**config.mk**
```make
export PLATFORM = sky130hd
export DESIGN_NAME = alu8_datapath
export DESIGN_NICKNAME = d
export VERILOG_FILES = /design/src/rtl/alu8_pkg.sv /design/src/rtl/alu8_decode.sv /design/src/rtl/alu8_logic.sv /design/src/rtl/alu8_adder.sv /design/src/rtl/alu8_resmux.sv /design/src/rtl/alu8_datapath.sv
export SDC_FILE = /design/constraint.sdc
export NUM_CORES = 1
export LEC_CHECK = 0
export BUFFER_PORTS_ARGS = -buffer_cell sky130_fd_sc_hd__buf_4
export CORE_MARGIN = 5
export CORE_UTILIZATION = 52
export DETAILED_ROUTE_END_ITERATION = 8
export PLACE_DENSITY = 0.86
export SLEW_MARGIN = 20
export SYNTH_ARGS = -nofsm -noshare
export SYNTH_HDL_FRONTEND = slang
export SYNTH_HIERARCHICAL = 1
export SYNTH_SLANG_ARGS = --single-unit
```
**constraint.sdc**
```tcl
create_clock -name vclk -period 6.91
set_clock_uncertainty 0.15 [all_clocks]
set_input_delay 0.3455 -clock vclk [all_inputs]
set_output_delay 0.3455 -clock vclk [all_outputs]
set_load 0.05 [all_outputs]
```
**src/rtl/alu8_pkg.sv**
```systemverilog
package alu8_pkg;

  localparam int unsigned OP_W = 4;

  typedef enum logic [OP_W-1:0] {
    OP_OR   = 4'd0,
    OP_XOR  = 4'd1,
    OP_AND  = 4'd2,
    OP_ANDN = 4'd3,
    OP_SUB  = 4'd4,
    OP_ADD  = 4'd5,
    OP_PASS = 4'd6,
    OP_IN   = 4'd7,
    OP_CLR  = 4'd8,
    OP_NPC  = 4'd9,
    OP_SHL  = 4'd10
  } alu_op_e;

  // Decoded steering lines
  typedef struct packed {
    logic inv_b;     // invert second operand (also adder carry-in)
    logic keep_b;    // let second operand through unchanged
    logic and_sel;   // logic network: AND when mix_sel low
    logic xor_sel;   // logic network: XOR rather than OR when mix_sel high
    logic mix_sel;   // logic network: OR/XOR family
    logic logic_en;  // logic result reaches output
    logic sum_en;    // adder result reaches output
    logic port_en;   // input-port byte reaches output
    logic gate_en;   // final gate for the logic path
    logic npc_en;    // next PC reaches output
    logic shl_en;    // shifter result reaches output
  } alu_ctl_t;

endpackage

```
**src/rtl/alu8_decode.sv**
```systemverilog
module alu8_decode
  import alu8_pkg::*;
(
  input  logic [OP_W-1:0] op_i,
  output alu_ctl_t        ctl_o
);

  always_comb begin
    ctl_o = '0;
    case (alu_op_e'(op_i))
      OP_OR: begin
        ctl_o.keep_b   = 1'b1;
        ctl_o.mix_sel  = 1'b1;
        ctl_o.logic_en = 1'b1;
        ctl_o.gate_en  = 1'b1;
      end
      OP_XOR: begin
        ctl_o.keep_b   = 1'b1;
        ctl_o.xor_sel  = 1'b1;
        ctl_o.mix_sel  = 1'b1;
        ctl_o.logic_en = 1'b1;
        ctl_o.gate_en  = 1'b1;
      end
      OP_AND: begin
        ctl_o.keep_b   = 1'b1;
        ctl_o.and_sel  = 1'b1;
        ctl_o.xor_sel  = 1'b1;
        ctl_o.logic_en = 1'b1;
        ctl_o.gate_en  = 1'b1;
      end
      OP_ANDN: begin
        ctl_o.inv_b    = 1'b1;
        ctl_o.and_sel  = 1'b1;
        ctl_o.xor_sel  = 1'b1;
        ctl_o.logic_en = 1'b1;
        ctl_o.gate_en  = 1'b1;
      end
      OP_SUB: begin
        ctl_o.inv_b    = 1'b1;
        ctl_o.xor_sel  = 1'b1;
        ctl_o.mix_sel  = 1'b1;
        ctl_o.sum_en   = 1'b1;
      end
      OP_ADD: begin
        ctl_o.keep_b   = 1'b1;
        ctl_o.xor_sel  = 1'b1;
        ctl_o.mix_sel  = 1'b1;
        ctl_o.sum_en   = 1'b1;
      end
      OP_PASS: begin
        ctl_o.mix_sel  = 1'b1;
        ctl_o.logic_en = 1'b1;
        ctl_o.gate_en  = 1'b1;
      end
      OP_IN:   ctl_o.port_en = 1'b1;
      OP_NPC:  ctl_o.npc_en  = 1'b1;
      OP_SHL:  ctl_o.shl_en  = 1'b1;
      default: ctl_o = '0;  // clear and unused codes
    endcase
  end

endmodule

```
**src/rtl/alu8_logic.sv**
```systemverilog
module alu8_logic #(
  parameter int unsigned WIDTH = 8
) (
  input  logic [WIDTH-1:0] a_i,
  input  logic [WIDTH-1:0] b_i,
  input  logic             inv_b_i,
  input  logic             keep_b_i,
  input  logic             and_sel_i,
  input  logic             xor_sel_i,
  input  logic             mix_sel_i,
  output logic [WIDTH-1:0] b_mod_o,
  output logic [WIDTH-1:0] y_o
);

  // Per-bit slice: operand conditioning feeds the shared logic network
  for (genvar i = 0; i < WIDTH; i++) begin : g_slice
    logic b_bit;
    logic t_and;
    logic t_xor;
    logic t_or;

    always_comb begin
      if (keep_b_i)     b_bit = b_i[i];
      else if (inv_b_i) b_bit = ~b_i[i];
      else              b_bit = 1'b0;

      t_and = a_i[i] & b_bit;
      t_xor = a_i[i] ^ b_bit;
      t_or  = a_i[i] | b_bit;

      if (mix_sel_i)      y_o[i] = xor_sel_i ? t_xor : t_or;
      else if (and_sel_i) y_o[i] = t_and;
      else                y_o[i] = 1'b0;
    end

    assign b_mod_o[i] = b_bit;
  end

endmodule

```
**src/rtl/alu8_adder.sv**
```systemverilog
module alu8_adder #(
  parameter int unsigned WIDTH = 8
) (
  input  logic [WIDTH-1:0] a_i,
  input  logic [WIDTH-1:0] b_i,
  input  logic             cin_i,
  output logic [WIDTH-1:0] sum_o,
  output logic             cout_o
);

  logic [WIDTH:0] chain;

  assign chain[0] = cin_i;

  for (genvar i = 0; i < WIDTH; i++) begin : g_bit
    logic prop;
    assign prop         = a_i[i] ^ b_i[i];
    assign sum_o[i]     = prop ^ chain[i];
    assign chain[i+1]   = (a_i[i] & b_i[i]) | (prop & chain[i]);
  end

  assign cout_o = chain[WIDTH];

endmodule

```
**src/rtl/alu8_resmux.sv**
```systemverilog
module alu8_resmux #(
  parameter int unsigned WIDTH = 8
) (
  input  logic [WIDTH-1:0] logic_i,
  input  logic [WIDTH-1:0] sum_i,
  input  logic [WIDTH-1:0] port_i,
  input  logic [WIDTH-1:0] npc_i,
  input  logic [WIDTH-1:0] shl_i,
  input  logic             logic_en_i,
  input  logic             gate_en_i,
  input  logic             sum_en_i,
  input  logic             port_en_i,
  input  logic             npc_en_i,
  input  logic             shl_en_i,
  output logic [WIDTH-1:0] y_o,
  output logic             zero_o
);

  logic [WIDTH-1:0] g_logic, g_sum, g_port, g_npc, g_shl;

  always_comb begin
    g_logic = (logic_en_i && gate_en_i) ? logic_i : '0;
    g_sum   = sum_en_i  ? sum_i  : '0;
    g_port  = port_en_i ? port_i : '0;
    g_npc   = npc_en_i  ? npc_i  : '0;
    g_shl   = shl_en_i  ? shl_i  : '0;
    // Decoder guarantees one source at most, so OR is a clean merge
    y_o     = g_logic | g_sum | g_port | g_npc | g_shl;
    zero_o  = ~(|y_o);
  end

endmodule

```
**src/rtl/alu8_datapath.sv**
```systemverilog
module alu8_datapath
  import alu8_pkg::*;
#(
  parameter int unsigned WIDTH = 8
) (
  input  logic [OP_W-1:0]  op_i,
  input  logic [WIDTH-1:0] sri_i,
  input  logic [WIDTH-1:0] snd_i,
  input  logic [WIDTH-1:0] in_port_i,
  input  logic [WIDTH-1:0] npc_i,
  input  logic [WIDTH-1:0] shl_i,
  output logic [WIDTH-1:0] result_o,
  output logic             zero_o,
  output logic             carry_o
);

  alu_ctl_t         ctl;
  logic [WIDTH-1:0] b_mod;
  logic [WIDTH-1:0] logic_y;
  logic [WIDTH-1:0] sum_y;
  logic             add_cout;

  alu8_decode u_decode (
    .op_i  (op_i),
    .ctl_o (ctl)
  );

  alu8_logic #(.WIDTH(WIDTH)) u_logic (
    .a_i       (sri_i),
    .b_i       (snd_i),
    .inv_b_i   (ctl.inv_b),
    .keep_b_i  (ctl.keep_b),
    .and_sel_i (ctl.and_sel),
    .xor_sel_i (ctl.xor_sel),
    .mix_sel_i (ctl.mix_sel),
    .b_mod_o   (b_mod),
    .y_o       (logic_y)
  );

  // Inversion line doubles as carry-in: SUB = a + ~b + 1
  alu8_adder #(.WIDTH(WIDTH)) u_adder (
    .a_i    (sri_i),
    .b_i    (b_mod),
    .cin_i  (ctl.inv_b),
    .sum_o  (sum_y),
    .cout_o (add_cout)
  );

  alu8_resmux #(.WIDTH(WIDTH)) u_resmux (
    .logic_i    (logic_y),
    .sum_i      (sum_y),
    .port_i     (in_port_i),
    .npc_i      (npc_i),
    .shl_i      (shl_i),
    .logic_en_i (ctl.logic_en),
    .gate_en_i  (ctl.gate_en),
    .sum_en_i   (ctl.sum_en),
    .port_en_i  (ctl.port_en),
    .npc_en_i   (ctl.npc_en),
    .shl_en_i   (ctl.shl_en),
    .y_o        (result_o),
    .zero_o     (zero_o)
  );

  assign carry_o = add_cout & ctl.sum_en;

endmodule

```
## Word-level counts from Yosys, hierarchy flattened

Cells that the tools add are included.

- Equality and inequality tests: 9
- Muxes and demuxes: 55
- Bitwise operators: 62
- Reductions and logical operators: 9

Operators with widths:

| cell | count |
|---|---|
| 2-to-1 mux 1 bit | 50 |
| 2-to-1 mux 8 bit | 5 |
| OR 8 bit | 4 |
| bitwise AND 1 bit | 17 |
| == test 4 x 3 -> 1 bit (second input constant) | 4 |
| OR 1 bit | 16 |
| bitwise XOR 1 bit | 16 |
| OR reduction 5 bit | 3 |
| inverter 1 bit | 9 |
| == test 4 x 2 -> 1 bit (second input constant) | 2 |
| == test 4 bit (second input constant) | 2 |
| OR reduction 8 bit | 1 |
| OR reduction 2 bit | 3 |
| == test 4 x 1 -> 1 bit (second input constant) | 1 |
| zero test 4 bit | 1 |
| OR reduction 4 bit | 1 |

- Register bits: 0
- Bits of input ports: 44
- Output and inout bits: 10
- Word-level logic and storage cells: 135

## Logic depth before layout (Yosys ltp)

Gate-level depths: netlist of run 1.

- Word-level depth: 28
- Depth in mapped cells: 25
- Gate-level depth less buffers: 20

## By module

Netlist of run 1, hierarchy kept.

By module, submodules not included:

| module | instances | cells an instance | area an instance (um^2) | seq. area each (um^2) |
|---|---|---|---|---|
| alu8_logic | 1 | 80 | 588.1 | 0.0 |
| alu8_resmux | 1 | 41 | 321.6 | 0.0 |
| alu8_adder | 1 | 18 | 197.7 | 0.0 |
| alu8_decode | 1 | 19 | 172.7 | 0.0 |
| alu8_datapath | 1 | 1 | 6.3 | 0.0 |

## Worst setup path before layout of run 1

Ideal clock, no wire load.

- Path kind: input -> output
- Start point: input op_i[3]
- End point: output zero_o
- Arrival time: 5941 ps
- Data required time: 6414 ps
- Setup slack: 473 ps
- Cell stages on the path: 25
- Path buffers: 5
- Cell sequence: buf_4 a21oi_1 and2_1 buf_6 nand2b_4 buf_8 buf_6 o21ai_1 buf_4 inv_1 fa_1 inv_1 fa_1 fa_1 fa_1 fa_1 fa_1 fa_1 inv_1 fa_1 inv_1 a22oi_1 nand3_1 or4_1 nor2_1

RTL lines:

| what | line | RTL |
|---|---|---|
| start, declared | alu8_datapath.sv:6 | `input logic [OP_W-1:0] op_i,` |
| end, declared | alu8_datapath.sv:13 | `output logic zero_o,` |

==> results.json, run 1 <==
{
  "die_h_um": 59.7,
  "synth_area_leaders": "fa_1, ha_1, buf_4, a22oi_2, a32o_1",
  "fin_ws_ps": 965,
  "drc": 0,
  "antenna_found_initial": 0,
  "leakagePower_nw": 0.707,
  "diodes": 0,
  "io_pins": 54,
  "postRouteAntennaNets": 0,
  "viasPerCell": 6.24,
  "clkbuf_count": 0,
  "final_cell_mix": "buf_4, nand3_1, inv_1, o21ai_1, nor2_1",
  "cts_setup_buffers": 0,
  "synth_top_area_cell": "fa_1",
  "worstPathRequired_ps": 6410,
  "place_ws_ps": 1050,
  "cts-resized-gates": 0,
  "drtIter0Drc": 58,
  "gp_congestion": 0.873,
  "grt_pass1_wl_um": 6090,
  "grt_util_all_layers_pct": 21.6,
  "syn_avg_cell_area_sq_um": 8.09,
  "wl_um": 3910,
  "hold_buffers": 0,
  "synth.top_cell.area_share_pct": 12.5,
  "crit_fanout": 24,
  "setup_viol": 0,
  "final_util_pct": 64.1,
  "slew_viol_final": 0,
  "run_status": "complete, no violations",
  "fillers": 195,
  "drv_cap": 0,
  "placementRows": 18,
  "final_common_cell": "buf_4",
  "hold_path_class": "input pin to output pin",
  "grt_max_degree": 25,
  "worstSetupStartpointType": "input pin",
  "worst_pin_slew_ps": 946,
  "die-area_sq_um": 3570,
  "rsz0062_at_grt": "no",
  "io_buffers": 54,
  "path_class": "input pin to output pin",
  "synthToLayoutAreaGrowth_pct": 20.0,
  "slew-limit-headroom_pct": 36.8,
  "setup_tns_ps": 0,
  "min_period_ps": 5940,
  "flops_and_latches": 0,
  "start_util_pct": 53.4,
  "synth_area_sq_um": 1290,
  "overflow": 0,
  "core_sq_um": 2410,
  "min_period_over_period_pct": 86.0,
  "avgRoutedWirePerCell_um": 17.8,
  "synth_cell_types": 35,
  "grt_pass1_vias": 1371,
  "syn_nets": 219,
  "dr.pass1.iters": 5,
  "p_per_area_nw_per_um2": 80.7,
  "netlist_instances": 159,
  "hold_violations": 0,
  "synth-seq-area-share_pct": 0,
  "crit_path_end_kind": "output pin",
  "fp.dieW_um": 59.7,
  "crit_arrival_ps": 5450,
  "ir_drop_mv": 0.0632,
  "fmax_mhz": 168,
  "dp_hpwl_um": 3120,
  "final_nets": 252,
  "vias": 1372,
  "seqCellArea_sq_um": 0,
  "synth_warnings": 6,
  "drive_gt1_share_pct": 40.0
}
==> critical path: stages <==
cell and delay (ps):
buf_4 150, a21oi_1 110, and2_1 350, nand2b_4 370, o21ai_1 90, inv_1 80, fa_1 170, inv_1 50
fa_1 370, fa_1 390, fa_1 400, fa_1 420, fa_1 430, fa_1 380, inv_1 80, fa_1 150
inv_1 50, a22oi_1 200, nand3_1 120, or4_1 410, nor2_1 110, buf_4 210
==> path summary, 6_finish.rpt <==
kind / start / end / depth (start not counted) / slack (ps)
max: op_i[1] / zero_o / 22 / 970
min: shl_i[6] / result_o[6] / 4 / 930
==> synthesized netlist by cell type (2+ instances only) <==
cell type  instances
clkbuf_1           3
and2_1             2
buf_4             13
nand2_1            8
ha_1               8
inv_1             10
o211ai_1           5
a32o_1             8
o21ai_0            6
a22oi_1            8
nand3_1           15
nand2b_4           2
nand2b_1           2
nor3b_1            2
a21oi_1            3
fa_1               8
a22oi_2            7
buf_6              6
o21ai_1           10
nor2_1             9
or4_1              2
o211ai_2           3
or2b_1             7
==> cells by family after synthesis <==
logic type,share of synthesized area (%)
adder cells (fa/ha/maj),20.2
AND/OR/NAND/NOR,27.0
buffers and inverters,18.2
AO/OA/AOI/OAI,34.5
==> area by class of cell <==
class | instances | area, sq um | area share, %
Inverter | 10 | 37.5 | 2.43
Multi-Input combinational cell | 125 | 1060 | 68.4
Tap cell | 30 | 37.5 | 2.43
Timing Repair Buffer | 55 | 413 | 26.7
==> routing by layer <==
layer | wire [um] | vias up | GRT usage (%) | share of wire, %
met5 | 0 | - | 0 | 0
met4 | 128 | 0 | 7.28 | 3.3
met3 | 290 | 14 | 1.08 | 7.4
met2 | 2070 | 75 | 40.6 | 53
met1 | 1420 | 641 | 25.7 | 36
li1 | - | 642 | - | -
==> report_power, final <==
group / switching (mW) / internal [mW] / total, mW
Sequential: 0 / 0 / 0
Combinational: 0.0726 / 0.0520 / 0.125
Clock: 0 / 0 / 0
Total: 0.0726 / 0.0520 / 0.125
==> per-stage QoR <==
step	power [mW]	instances	hold WS [ps]	area [sq um]
detailed placement	0.123	220	938	1540
global route	0.134	220	951	1540
floorplan	0.0856	159	795	1290
finish	0.125	220	935	1540
CTS	0.123	220	939	1540
global placement	0.119	220	932	1540
(Power assumes the default switching activity.)
==> run 2: changes to the inputs <==
--- a/config.mk
+++ b/config.mk
@@ -10,7 +10,7 @@
 export CORE_UTILIZATION = 52
 export DETAILED_ROUTE_END_ITERATION = 8
 export PLACE_DENSITY = 0.86
-export SLEW_MARGIN = 20
+export REMOVE_ABC_BUFFERS = 1
 export SYNTH_ARGS = -nofsm -noshare
 export SYNTH_HDL_FRONTEND = slang
 export SYNTH_HIERARCHICAL = 1
==> results.json, run 2 (same netlist as run 1, synthesis figures left out) <==
{
  "setup_viol": 0,
  "gp_congestion": 0.827,
  "crit_path_end_kind": "output pin",
  "drv_cap": 0,
  "die-area_sq_um": 3570,
  "cts_setup_buffers": 0,
  "die_h_um": 59.7,
  "start_util_pct": 53.4,
  "hold_violations": 0,
  "path_class": "input pin to output pin",
  "drc": 0,
  "grt_util_all_layers_pct": 21.9,
  "min_period_ps": 5760,
  "vias": 1323,
  "flops_and_latches": 0,
  "seqCellArea_sq_um": 0,
  "io_pins": 54,
  "leakagePower_nw": 0.707,
  "fillers": 199,
  "final_util_pct": 63.9,
  "dpl_cell_area_sq_um": 1540,
  "design_area_sq_um": 1540,
  "postRouteAntennaNets": 0,
  "viasPerCell": 6.01,
  "worstPathRequired_ps": 6410,
  "worstSetupStartpointType": "input pin",
  "final_common_cell": "buf_4",
  "cts-resized-gates": 0,
  "synthToLayoutAreaGrowth_pct": 19.7,
  "placementRows": 18,
  "hold_path_class": "input pin to output pin",
  "place_ws_ps": 1140,
  "io_buffers": 54,
  "dr.pass1.iters": 4,
  "min_period_over_period_pct": 83.4,
  "fmax_mhz": 174,
  "ir_drop_mv": 0.0598,
  "slew-limit-headroom_pct": 25.0,
  "drtIter0Drc": 52,
  "core_sq_um": 2410,
  "grt_pass1_vias": 1374,
  "final_cell_mix": "buf_4, nand3_1, inv_1, o21ai_1, nor2_1",
  "overflow": 0,
  "p_per_area_nw_per_um2": 79.5,
  "drive_gt1_share_pct": 39.5,
  "crit_arrival_ps": 5270,
  "worst_pin_slew_ps": 1120,
  "clkbuf_count": 0,
  "grt_pass1_wl_um": 6110,
  "antenna_found_initial": 0,
  "rsz0062_at_grt": "no",
  "hold_buffers": 0,
  "wl_um": 3560,
  "p_total_mw": 0.122,
  "diodes": 0,
  "fin_ws_ps": 1150,
  "slew_viol_final": 0,
  "avgRoutedWirePerCell_um": 16.2,
  "fp.dieW_um": 59.7,
  "setup_tns_ps": 0,
  "dp_hpwl_um": 2970,
  "multi_input_comb_area_sq_um": 1050,
  "crit_fanout": 24,
  "run_status": "complete, no violations",
  "grt_max_degree": 25,
  "final_nets": 252
}
run 2: cell counts in the layout (fill, tap and decap cells not counted):
No cell type changed its count.
run 2: critical path: stages:
cell and delay (ps):
buf_4 150, a21oi_1 120, and2_1 310, nand2b_4 350, o21ai_1 90, inv_1 70
fa_1 170, inv_1 60, fa_1 370, fa_1 380, fa_1 380, fa_1 390
fa_1 400, fa_1 380, inv_1 70, fa_1 150, inv_1 40, a22oi_1 180
nand3_1 120, or4_1 420, nor2_1 110, buf_4 200
run 2: final timing paths:
path	start	cells after the start	endpoint
max	op_i[1]	22	zero_o
min	shl_i[6]	4	result_o[6]
run 2: cell type report:
class / instances / area share, %
inverters: 10 / 2.44
multi-input cells: 125 / 68.3
repair buffers: 55 / 26.8
well taps: 30 / 2.44
run 2: report_power, final:
group          total [mW]  switching (mW)  internal [mW]
clock network           0               0              0
logic               0.122          0.0704         0.0519
registers               0               0              0
total               0.122          0.0704         0.0519
run 2: per-layer routing:
layer  global-route usage, %  wire, um  vias up
met4                    4.11        15        0
met3                    1.73       290        2
li1                        -         -      643
met2                    40.1      1830       59
met1                    27.8      1430      619
met5                       0         0        -
run 2: metrics by stage:
| stage | hold slack, ps | cells |
|---|---|---|
| 2_1_floorplan | 795 | 135 |
| 3_3_place_gp | 936 | 220 |
| 3_5_place_dp | 945 | 220 |
| 4_1_cts | 949 | 220 |
| 5_1_grt | 966 | 220 |
| 6_report | 943 | 220 |
==> run 3: changes to the inputs <==
==> constraint.sdc (replaced) <==
create_clock -name vclk -period 5.51
set_clock_uncertainty 0.15 [all_clocks]
set_input_delay 0.2755 -clock vclk [all_inputs]
set_output_delay 0.2755 -clock vclk [all_outputs]
set_load 0.05 [all_outputs]
==> results.json, run 3 (same netlist as run 1, synthesis figures left out) <==
{
  "design_area_sq_um": 1560,
  "flops_and_latches": 0,
  "combPwrFrac_pct": 100.0,
  "dpl_cell_area_sq_um": 1560,
  "final_cell_mix": "buf_4, nand3_1, inv_1, o21ai_1, nor2_1",
  "grt_util_all_layers_pct": 22.0,
  "leakagePower_nw": 0.716,
  "grt_max_degree": 23,
  "diodes": 0,
  "final_cells": 222,
  "crit_fanout": 11,
  "cts_setup_buffers": 0,
  "die-area_sq_um": 3570,
  "hold_buffers": 0,
  "wl_um": 3810,
  "wl_met2_um": 1990,
  "io_buffers": 54,
  "crit_arrival_ps": 4890,
  "rsz0062_at_grt": "no",
  "wl_met3_um": 279,
  "min_to": "result_o[4]",
  "fmax_mhz": 188,
  "overflow": 0,
  "worstPathRequired_ps": 5080,
  "drtIter0Drc": 59,
  "clkbuf_count": 0,
  "gp_congestion": 0.843,
  "dp_hpwl_um": 3040,
  "final_nets": 254,
  "p_per_area_nw_per_um2": 101,
  "drv_cap": 0,
  "drc": 0,
  "wl_met1_um": 1500,
  "p_total_mw": 0.157,
  "seqCellArea_sq_um": 0,
  "slew_viol_final": 0,
  "antenna_found_initial": 0,
  "p_int_mw": 0.0666,
  "start_util_pct": 53.4,
  "grt_pass1_wl_um": 6150,
  "path_class": "input pin to output pin",
  "p_seq_share_pct": 0,
  "io_pins": 54,
  "avgRoutedWirePerCell_um": 17.1,
  "ir_drop_mv": 0.0840,
  "viasPerCell": 6.03,
  "placementRows": 18,
  "worstHoldStart": "shl_i[4]",
  "final_util_pct": 64.5,
  "hold_violations": 0,
  "run_status": "complete, no violations",
  "hold_path_depth": 4,
  "worstSetupStartpointType": "input pin",
  "place_ws_ps": 217,
  "fp.dieW_um": 59.7,
  "crit_path_end_kind": "output pin",
  "min_period_ps": 5310,
  "hold_path_class": "input pin to output pin",
  "synthToLayoutAreaGrowth_pct": 20.9,
  "cts-resized-gates": 0,
  "core_sq_um": 2410,
  "clkPwrFrac_pct": 0,
  "worst_pin_slew_ps": 1100,
  "slew-limit-headroom_pct": 26.9,
  "highest_layer": "met4",
  "dr.pass1.iters": 5,
  "final_common_cell": "buf_4",
  "min_period_over_period_pct": 96.4,
  "switching_power_mw": 0.0905,
  "setup_viol": 0,
  "drive_gt1_share_pct": 40.1,
  "dp.cells": 222,
  "die_h_um": 59.7,
  "fin_ws_ps": 198,
  "vias": 1338,
  "grt_pass1_vias": 1319,
  "swShare_pct": 57.6,
  "postRouteAntennaNets": 0
}
==> run 3: worst max path at each step <==
stage | from | endpoint | slack (ps) | depth (start not counted)
2_1_floorplan | op_i[0] | zero_o | -460 | 20
3_3_place_gp | op_i[1] | zero_o | 340 | 19
3_5_place_dp | op_i[1] | zero_o | 220 | 19
4_1_cts | op_i[1] | zero_o | 240 | 19
5_1_grt | op_i[0] | zero_o | 20 | 22
6_report | op_i[1] | zero_o | 200 | 19
==> run 3: metrics by stage <==
stage                     hold WS [ps]  setup TNS [ps]
after floorplan                    655            -463
final                              801               0
after global routing               823               0
after CTS                          804               0
after global placement             795               0
after detailed placement           802               0
==> run 3: per-layer routing <==
metal / vias to the layer above / track usage, %
li1: 647 / -
met1: 628 / 28.8
met2: 59 / 41.0
met3: 4 / 0.648
met4: 0 / 2.53
met5: - / 0
==> run 3: layout make-up <==
class / count / area [sq um]
fillers: 205 / 855
well taps: 30 / 37.5
multi-input cells: 125 / 1050
repair buffers: 57 / 428
inverters: 10 / 37.5
==> run 3: power by group through the flow <==
stage               logic [mW]  registers (mW)  clock network, mW
finish                   0.157               0                  0
global route             0.169               0                  0
CTS                      0.156               0                  0
detailed placement       0.155               0                  0
global placement         0.150               0                  0
floorplan               0.0908               0                  0
==> run 3: critical path, stage by stage <==
cell and delay [ps]:
buf_4 150, a21oi_1 110, and2_1 170, nand2b_4 140
o21ai_1 50, inv_1 70, fa_1 160, inv_1 50
fa_1 370, fa_1 420, fa_1 400, fa_1 390
fa_1 390, fa_1 500, a22oi_4 210, nand3_2 120
or4_1 540, nor2_1 140, buf_4 210
